==> src/rtl/bwd_pkg.sv <==
package bwd_pkg;

    localparam int ADDR_W = 64;

    typedef logic [ADDR_W-1:0] addr_t;

    typedef enum logic [1:0] {
        WIN_NONE = 2'd0,
        WIN_IO   = 2'd1,
        WIN_MEM  = 2'd2,
        WIN_PREF = 2'd3
    } win_e;

    typedef struct packed {
        addr_t lo;
        addr_t hi;
    } bounds_t;

    typedef struct packed {
        logic valid;
        logic hit;
        win_e win;
        logic vga;
    } result_t;

    // Type nibble value that enables the upper extension
    localparam logic [3:0] EXT_TYPE = 4'h1;

    // Legacy display ranges
    localparam addr_t VGA_MEM_LO  = 64'h000A_0000;
    localparam addr_t VGA_MEM_HI  = 64'h000B_FFFF;
    localparam addr_t VGA_IO_A_LO = 64'h0000_03B0;
    localparam addr_t VGA_IO_A_HI = 64'h0000_03BB;
    localparam addr_t VGA_IO_B_LO = 64'h0000_03C0;
    localparam addr_t VGA_IO_B_HI = 64'h0000_03DF;

    function automatic logic in_span(addr_t a, addr_t lo, addr_t hi);
        return (a >= lo) && (a <= hi);
    endfunction

    function automatic win_e pick_window(logic io_hit, logic mem_hit,
                                         logic pf_hit, logic prefetch);
        if (io_hit)
            return WIN_IO;
        else if (pf_hit && (prefetch || !mem_hit))
            return WIN_PREF;
        else if (mem_hit)
            return WIN_MEM;
        else
            return WIN_NONE;
    endfunction

endpackage

==> src/rtl/bwd_bounds.sv <==
module bwd_bounds
    import bwd_pkg::*;
#(
    parameter int REG_W     = 16,
    parameter int GRAN_BITS = 20,
    parameter int UP_W      = 32,
    parameter int UP_LSB    = 32,
    parameter bit HAS_UP    = 1'b1
) (
    input  logic [REG_W-1:0] base_reg,
    input  logic [REG_W-1:0] lim_reg,
    input  logic [UP_W-1:0]  base_up,
    input  logic [UP_W-1:0]  lim_up,
    output bounds_t          bnd
);
    localparam int    FIELD_W = REG_W - 4;
    localparam addr_t FILL    = (addr_t'(1) << GRAN_BITS) - addr_t'(1);

    addr_t base_low, lim_low;

    always_comb begin
        base_low = addr_t'(base_reg[REG_W-1:4]) << GRAN_BITS;
        lim_low  = (addr_t'(lim_reg[REG_W-1:4]) << GRAN_BITS) | FILL;
    end

    generate
        if (HAS_UP) begin : g_ext
            logic base_ext, lim_ext;
            always_comb begin
                base_ext = (base_reg[3:0] == EXT_TYPE);
                lim_ext  = (lim_reg[3:0]  == EXT_TYPE);
                bnd.lo = base_low | (base_ext ? (addr_t'(base_up) << UP_LSB) : '0);
                bnd.hi = lim_low  | (lim_ext  ? (addr_t'(lim_up)  << UP_LSB) : '0);
            end
        end else begin : g_flat
            logic unused_bits;
            always_comb begin
                unused_bits = ^{base_up, lim_up, base_reg[3:0], lim_reg[3:0]};
                bnd.lo = base_low;
                bnd.hi = lim_low;
            end
        end
    endgenerate

    initial begin
        if (FIELD_W + GRAN_BITS > ADDR_W) $error("bwd_bounds: field exceeds address");
    end

endmodule

==> src/rtl/bwd_range.sv <==
module bwd_range
    import bwd_pkg::*;
(
    input  logic    en,
    input  bounds_t bnd,
    input  addr_t   addr,
    output logic    hit
);
    logic nonempty;

    always_comb begin
        nonempty = (bnd.lo <= bnd.hi);
        hit      = en && nonempty && in_span(addr, bnd.lo, bnd.hi);
    end

endmodule

==> src/rtl/bwd_vga.sv <==
module bwd_vga
    import bwd_pkg::*;
(
    input  logic  en,
    input  logic  is_io,
    input  addr_t addr,
    output logic  hit
);
    always_comb begin
        if (!en)
            hit = 1'b0;
        else if (is_io)
            hit = in_span(addr, VGA_IO_A_LO, VGA_IO_A_HI) ||
                  in_span(addr, VGA_IO_B_LO, VGA_IO_B_HI);
        else
            hit = in_span(addr, VGA_MEM_LO, VGA_MEM_HI);
    end

endmodule

==> src/rtl/bridge_window_decoder.sv <==
module bridge_window_decoder
    import bwd_pkg::*;
(
    input  logic        clk,
    input  logic        rst,
    input  logic [7:0]  io_base_reg,
    input  logic [7:0]  io_limit_reg,
    input  logic [15:0] io_base_up,
    input  logic [15:0] io_limit_up,
    input  logic [15:0] mem_base_reg,
    input  logic [15:0] mem_limit_reg,
    input  logic [15:0] pf_base_reg,
    input  logic [15:0] pf_limit_reg,
    input  logic [31:0] pf_base_up,
    input  logic [31:0] pf_limit_up,
    input  logic        cmd_io_en,
    input  logic        cmd_mem_en,
    input  logic        vga_en,
    input  logic        req_valid,
    input  logic [63:0] req_addr,
    input  logic        req_is_io,
    input  logic        req_prefetch,
    output logic        fwd_valid,
    output logic        fwd_hit,
    output logic [1:0]  fwd_win,
    output logic        vga_hit
);
    bounds_t io_bnd, mem_bnd, pf_bnd;
    logic    io_hit_raw, mem_hit_raw, pf_hit_raw, vga_raw;
    logic    io_hit, mem_hit, pf_hit;
    result_t nxt, res_q;

    bwd_bounds #(.REG_W(8), .GRAN_BITS(12), .UP_W(16), .UP_LSB(16), .HAS_UP(1'b1)) u_io_bnd (
        .base_reg(io_base_reg), .lim_reg(io_limit_reg),
        .base_up(io_base_up), .lim_up(io_limit_up), .bnd(io_bnd));

    bwd_bounds #(.REG_W(16), .GRAN_BITS(20), .UP_W(1), .UP_LSB(32), .HAS_UP(1'b0)) u_mem_bnd (
        .base_reg(mem_base_reg), .lim_reg(mem_limit_reg),
        .base_up(1'b0), .lim_up(1'b0), .bnd(mem_bnd));

    bwd_bounds #(.REG_W(16), .GRAN_BITS(20), .UP_W(32), .UP_LSB(32), .HAS_UP(1'b1)) u_pf_bnd (
        .base_reg(pf_base_reg), .lim_reg(pf_limit_reg),
        .base_up(pf_base_up), .lim_up(pf_limit_up), .bnd(pf_bnd));

    bwd_range u_io_rng  (.en(cmd_io_en),  .bnd(io_bnd),  .addr(req_addr), .hit(io_hit_raw));
    bwd_range u_mem_rng (.en(cmd_mem_en), .bnd(mem_bnd), .addr(req_addr), .hit(mem_hit_raw));
    bwd_range u_pf_rng  (.en(cmd_mem_en), .bnd(pf_bnd),  .addr(req_addr), .hit(pf_hit_raw));

    bwd_vga u_vga (.en(vga_en), .is_io(req_is_io), .addr(req_addr), .hit(vga_raw));

    always_comb begin
        io_hit  = req_is_io  && io_hit_raw;
        mem_hit = !req_is_io && mem_hit_raw;
        pf_hit  = !req_is_io && pf_hit_raw;
        nxt       = '0;
        nxt.valid = req_valid;
        if (req_valid) begin
            nxt.win = pick_window(io_hit, mem_hit, pf_hit, req_prefetch);
            nxt.vga = vga_raw;
            nxt.hit = (nxt.win != WIN_NONE) || vga_raw;
        end
    end

    always_ff @(posedge clk) begin
        if (rst) res_q <= '0;
        else     res_q <= nxt;
    end

    assign fwd_valid = res_q.valid;
    assign fwd_hit   = res_q.hit;
    assign fwd_win   = res_q.win;
    assign vga_hit   = res_q.vga;

    AST_VALID_FOLLOWS: assert property (@(posedge clk) disable iff (rst)
        req_valid |=> fwd_valid);
    AST_IDLE_FOLLOWS: assert property (@(posedge clk) disable iff (rst)
        !req_valid |=> !fwd_valid);
    AST_QUIET_IDLE: assert property (@(posedge clk) disable iff (rst)
        !fwd_valid |-> (!fwd_hit && !vga_hit && fwd_win == 2'd0));
    AST_IO_GATED: assert property (@(posedge clk) disable iff (rst)
        (fwd_win == 2'd1) |-> $past(cmd_io_en));
    AST_MEM_GATED: assert property (@(posedge clk) disable iff (rst)
        (fwd_win[1]) |-> $past(cmd_mem_en));
    AST_VGA_GATED: assert property (@(posedge clk) disable iff (rst)
        vga_hit |-> $past(vga_en));
    AST_IO_NONEMPTY: assert property (@(posedge clk) disable iff (rst)
        (fwd_win == 2'd1) |-> $past(io_bnd.lo <= io_bnd.hi));
    AST_MEM_NONEMPTY: assert property (@(posedge clk) disable iff (rst)
        (fwd_win == 2'd2) |-> $past(mem_bnd.lo <= mem_bnd.hi));

endmodule

==> config.mk <==
export PLATFORM = sky130hd
export DESIGN_NAME = bridge_window_decoder
export DESIGN_NICKNAME = d
export VERILOG_FILES = /design/src/rtl/bwd_pkg.sv /design/src/rtl/bwd_bounds.sv /design/src/rtl/bwd_range.sv /design/src/rtl/bwd_vga.sv /design/src/rtl/bridge_window_decoder.sv
export SDC_FILE = /design/constraint.sdc
export NUM_CORES = 1
export LEC_CHECK = 0
export BUFFER_PORTS_ARGS = -buffer_cell sky130_fd_sc_hd__buf_2
export CORE_UTILIZATION = 51
export CTS_CLUSTER_SIZE = 8
export DETAILED_ROUTE_END_ITERATION = 8
export PLACE_DENSITY_LB_ADDON = 0.25
export RECOVER_POWER = 50
export SETUP_SLACK_MARGIN = 0.3
export SLEW_MARGIN = 10
export SYNTH_ARGS = -nofsm -noshare
export SYNTH_HDL_FRONTEND = slang
export SYNTH_SLANG_ARGS = --single-unit
==> constraint.sdc <==
create_clock -name clk -period 4.4 [get_ports clk]
set_input_delay 0.44 -clock clk [delete_from_list [all_inputs] [get_ports clk]]
set_output_delay 0.44 -clock clk [all_outputs]
set_load 0.02 [all_outputs]
# ---- After elaboration in Yosys (flattened, before gate mapping)
# Cells that the tools add are included.
dict set report op_classes {
  n_eq_ne 4
  muxes 10
  bitwise_logic 5
  order_cmp 15
  reduce_logical 23
}
# cell n
set op_table {}
lappend op_table {{64-bit by 32-bit <= comparator with 1-bit output} 3}
lappend op_table {{64-bit by 10-bit >= comparator with 1-bit output, second input constant} 2}
lappend op_table {{64-bit >= comparator} 2}
lappend op_table {{64-bit by 10-bit <= comparator with 1-bit output, second input constant} 2}
lappend op_table {{64-bit <= comparator} 2}
lappend op_table {{64-bit two-way mux} 2}
lappend op_table {{32-bit by 64-bit bitwise OR with 64-bit output} 2}
lappend op_table {{64-bit by 20-bit >= comparator with 1-bit output, second input constant} 1}
lappend op_table {{64-bit by 32-bit >= comparator with 1-bit output} 1}
lappend op_table {{64-bit by 20-bit <= comparator with 1-bit output, second input constant} 1}
lappend op_table {{32-bit two-way mux} 2}
lappend op_table {{16-bit by 64-bit bitwise OR with 64-bit output} 1}
lappend op_table {{32-bit <= comparator} 1}
lappend op_table {{16-bit by 32-bit bitwise OR with 32-bit output} 1}
lappend op_table {{4-bit by 1-bit == test with 1-bit output, second input constant} 4}
lappend op_table {{1-bit logical AND} 16}
lappend op_table {{2-bit two-way mux} 4}
lappend op_table {{1-bit logical OR} 3}
lappend op_table {{1-bit zero test} 2}
lappend op_table {{1-bit two-way mux} 2}
lappend op_table {{2-bit nonzero test} 1}
lappend op_table {{2-bit OR reduction} 1}
lappend op_table {{1-bit inverter} 1}
dict set report word_totals {
  reg_bits 5
  word_cells 61
  out_inout_bits 5
  input_bits 248
}

# ---- Depth between registers and ports, before layout
dict set report depth {
  word_depth 13
  ltp_mapped 13
  ltp_nobuf 12
}

# ---- By module
# A second synthesis with hierarchy kept.
dict set report hier_totals {
  hier_cells 2264
  area_unflattened_um2 16918.7
}
# mod seq_area_each_um2 n_inst cells_per_inst area_each_um2
set by_module_without_submodules {}
lappend by_module_without_submodules {bwd_range 0.0 3 606 4511.8}
lappend by_module_without_submodules {{bwd_bounds at u_pf_bnd} 0.0 1 138 1033.5}
lappend by_module_without_submodules {{bwd_bounds at u_io_bnd} 0.0 1 134 1022.2}
lappend by_module_without_submodules {{bwd_bounds at u_mem_bnd} 0.0 1 130 968.4}
lappend by_module_without_submodules {bwd_vga 0.0 1 26 181.4}
lappend by_module_without_submodules {bridge_window_decoder 100.1 1 18 177.7}

# ---- Worst setup path after synthesis
# OpenSTA, ideal clock, no wires.
dict set report synth_path {
  kind {input to register}
  start {input port pf_base_reg[1]}
  end {register res_q (netlist bit fwd_hit)}
  n_path_buf 1
  setup_time_ns 0.074
  cell_stages 12
  slack_ns 1.109
  required_time_ns 4.326
  t_arrival_ns 3.218
  cell_sequence {nor4b_1 > clkbuf_1 > nand2_1 > ha_1 > nand4_1 > or2_0 > or3_1 > o41a_1 > o211ai_1 > o211ai_1 > and2_4 > a31oi_4}
}
dict set report synth_between {
  elab_chain_len 13
  elab_cells_between_ends 15
  cone_classes {order compare (2); eq/ne (1); mux (4); bitwise (1); reduce/logical (7)}
}
# element line_no
set synth_rtl {}
lappend synth_rtl {{start, declared} bridge_window_decoder.sv:12} ;# input logic [15:0] pf_base_reg,
lappend synth_rtl {{4-bit by 1-bit == test with 1-bit output (*)} bwd_bounds.sv:30} ;# base_ext = (base_reg[3:0] == EXT_TYPE);
lappend synth_rtl {{64-bit two-way mux (*)} bwd_bounds.sv:32} ;# bnd.lo = base_low | (base_ext ? (addr_t'(base_up) << UP_LSB) : '0);
lappend synth_rtl {{32-bit by 64-bit bitwise OR with 64-bit output (*)} bwd_bounds.sv:32}
lappend synth_rtl {{64-bit <= comparator / 64-bit >= comparator (equally long branches)} {bwd_range.sv:12, bwd_pkg.sv:38}}
lappend synth_rtl {{1-bit logical AND, on equally long branches} {bwd_range.sv:13, bwd_pkg.sv:38}}
lappend synth_rtl {{1-bit logical AND (*)} bwd_range.sv:13} ;# hit = en && nonempty && in_span(addr, bnd.lo, bnd.hi);
lappend synth_rtl {{1-bit logical AND (*)} bridge_window_decoder.sv:54} ;# pf_hit = !req_is_io && pf_hit_raw;
lappend synth_rtl {{1-bit logical AND (*)} bwd_pkg.sv:45} ;# else if (pf_hit && (prefetch || !mem_hit))
lappend synth_rtl {{2-bit two-way mux (*)} bwd_pkg.sv:45}
lappend synth_rtl {{2-bit two-way mux (*)} bwd_pkg.sv:43} ;# if (io_hit)
lappend synth_rtl {{2-bit two-way mux (*)} bridge_window_decoder.sv:57} ;# if (req_valid) begin
lappend synth_rtl {{2-bit nonzero test (*)} bridge_window_decoder.sv:60} ;# nxt.hit = (nxt.win != WIN_NONE) || vga_raw;
lappend synth_rtl {{1-bit logical OR (*)} bridge_window_decoder.sv:60}
lappend synth_rtl {{end signal, assigned} bridge_window_decoder.sv:66} ;# else res_q <= nxt;
lappend synth_rtl {{end, declared} bridge_window_decoder.sv:31} ;# result_t nxt, res_q;
# Mark *: on every way between the ends. The rest lies on a longest branch, timed or not. The select of a mux whose other input is x is not followed.
# A chain may end at the register's enable or synchronous reset.

# ---- Worst setup path in the final report
# Same ends and word-level chain as after synthesis.

==> flow_metrics.tcl <==
set metrics [dict create \
    synth_largest_area_cell "ha_1" \
    syn_area_per_cell_sq_um 7.145 \
    cp_max_fo 32 \
    static-leakage-power_nw 4.231 \
    timing.critical_path.to "fwd_hit$_SDFF_PP0_" \
    cts_tree "done" \
    synth_cell_types 53 \
    antenna_found_initial 1 \
    numPortBuffers 244 \
    startpoint_type "primary input" \
    synth_commonest_cells "ha_1, nand2_1, inv_1" \
    grt_pass1_wl_um 31030 \
    grt_setup_unrepaired "false" \
    cts_root_buffer "clkbuf_16" \
    fp.dieArea_sq_um 12310 \
    std_cell_rows 39 \
    h-tree-depth 1 \
    die_w_um 110.9 \
    drt_iter0_drc 371 \
    layout_worst_path_cycle_share_pct 72.95 \
    fp.dieH_um 110.9 \
    cts_setup_buffers 0 \
    cap_violations 0 \
    worst_slew_margin_rel_pct 19.54 \
    detail_route.wirelength_um 19010 \
    power.density_nw_per_um2 97.95 \
    layout-drive-gt1-share_pct 23.83 \
    first_global_vias 6754 \
    post-route-min-period_ns 3.210 \
    grt_overflow_total 0 \
    diodes 0 \
    setup-tns-final_ns 0 \
    min-delay-path-class "primary input to flip-flop" \
    async_flop_share_pct 0 \
    fin_total_pwr_mw 0.7396 \
    timing.critical_path.arrival_ns 3.36 \
    worst_setup_hold_path_clk_slew_ns 0.03 \
    vias_per_cell 5.692 \
    synth_seq_cells 5 \
    synth_flop_cell "dfxtp_1" \
    detail_route.drc_violations 0 \
    achievable-frequency_mhz 311.5 \
    vdd_drop_max_mv 0.07332 \
    ys_top_cells_by_area "ha_1, nand2_1, a21oi_1" \
    yosysSeqAreaShare_pct 1.654 \
    post_cts_hold_buffer_count 0 \
    max-clock-path-buffers 2 \
    area_delta_synth_final_pct 24.77 \
    start_util_pct 52.78 \
    synth.most_common_cell "ha_1" \
    vias 7024 \
    synth_edf_count 0 \
    yosysWarningCount 0 \
    postSynthCellCount 847 \
    route.detailed.wl_per_inst_um 15.40 \
    slew_violations 0 \
    cts_repair_resize_count 0 \
    detailedPlacementHpwl_um 17020 \
    crit_required_ns 4.55 \
    startpoint "pf_base_reg[1]" \
    i_o_pin_count 253 \
    post_synth_instance_area_sq_um 6052 \
    tightestPinTransition_ns 1.196 \
    post-synth-top-area-fraction_pct 46.52 \
    nets 1565 \
    track_usage_pct 30.47 \
    outcome "completed" \
    tritoncts.num_buffers 3 \
    holdPathStages 3 \
    final-hold-violation-count 0 \
    layout.core_utilization_pct 65.85 \
    place_congestion 0.9108 \
    clock_sink_count 5 \
    grt_max_degree 33 \
    fp.coreArea_sq_um 11470 \
    drt_pre_antenna_iters 5 \
    postRouteAntennaNets 0 \
    final-setup-viol-count 0 \
    timing.setup.critical_path_class "primary input to flip-flop" \
    synthesis.nets 1320 \
    worst_setup_path_end_kind "flip-flop" \
]
==> layout make-up <==
cell class                      count  area [sq um]
Tap cell                          143         178.9
Inverter                          109         409.1
Clock buffer                        4         78.83
Multi-Input combinational cell    725          5538
Sequential cell                     5         100.1
Fill cell                        1079          3916
Timing Repair Buffer              248          1246
==> placed cells by master (no fill, tap or decap), types with 6 or more instances in the layout <==
cell type / count
buf_2: 240
ha_1: 225
nand2_1: 160
inv_1: 109
a21oi_1: 84
nand4_1: 39
nor2_1: 27
o21ai_0: 23
nor4_1: 22
nand3_1: 21
a21o_1: 14
a211oi_1: 10
nor3_1: 8
a221oi_1: 8
o21ai_1: 7
and4_1: 7
o211ai_1: 6
nor2b_1: 6
==> cells by family (layout without fill, tap and decap cells) <==
logic type               Yosys count  after routing  share of synthesized area (%)
AND/OR/NAND/NOR                  316            316                          25.66
adder cells (fa/ha/maj)          225            225                          46.52
AO/OA/AOI/OAI                    184            184                          18.92
buffers and inverters            117            361                          7.257
flip-flops                         5              5                          1.654
==> worst min path at each step <==
| stage | from | end | slack, ns |
|---|---|---|---|
| global placement | req_prefetch | fwd_win[0]$_SDFF_PP0_ | 0.72 |
| global route | req_prefetch | fwd_win[0]$_SDFF_PP0_ | 0.56 |
| floorplan | req_prefetch | fwd_win[0]$_SDFF_PP0_ | 0.63 |
| detailed placement | req_prefetch | fwd_win[0]$_SDFF_PP0_ | 0.73 |
| CTS | req_prefetch | fwd_win[0]$_SDFF_PP0_ | 0.50 |
| finish | req_prefetch | fwd_win[0]$_SDFF_PP0_ | 0.50 |
==> worst max-delay path, stage by stage <==
cell	delay [ns]
buf_2	0.10
nor4b_2	0.25
buf_4	0.36
nand2_1	0.13
ha_1	0.31
nand4_1	0.14
or2_0	0.26
or3_1	0.39
o41a_1	0.41
o211ai_1	0.08
o211ai_1	0.17
and2_4	0.19
a31oi_4	0.12
==> stage by stage <==
stage               cells  hold WS (ns)  setup slack, ns  cell area (sq um)
floorplan             847        0.6257            1.109               6052
global placement     1230        0.7210            1.001               7477
detailed placement   1230        0.7312           0.9876               7477
CTS                  1234        0.5034            1.190               7556
global route         1234        0.5602           0.9298               7551
finish               1234        0.5005            1.190               7551
==> registers in the layout (all words and copies together) (netlist names) <==
register / cells
fwd_win: 2
fwd_hit: 1
fwd_valid: 1
vga_hit: 1
==> per-layer routing <==
| metal | GRT usage, % | routed length, um | vias up |
|---|---|---|---|
| met5 | 0 | 13 | - |
| li1 | - | - | 3615 |
| met2 | 56.73 | 9249 | 262 |
| met1 | 36.89 | 8109 | 3110 |
| met3 | 3.116 | 1244 | 35 |
| met4 | 7.911 | 388 | 2 |
==> power breakdown <==
group | leakage [nW] | internal, mW | switching (mW)
logic | 4.15 | 0.250 | 0.295
registers | 0.0406 | 0.0465 | 0.000171
clock network | 0.0382 | 0.120 | 0.0279
(Power assumes the default switching activity.)
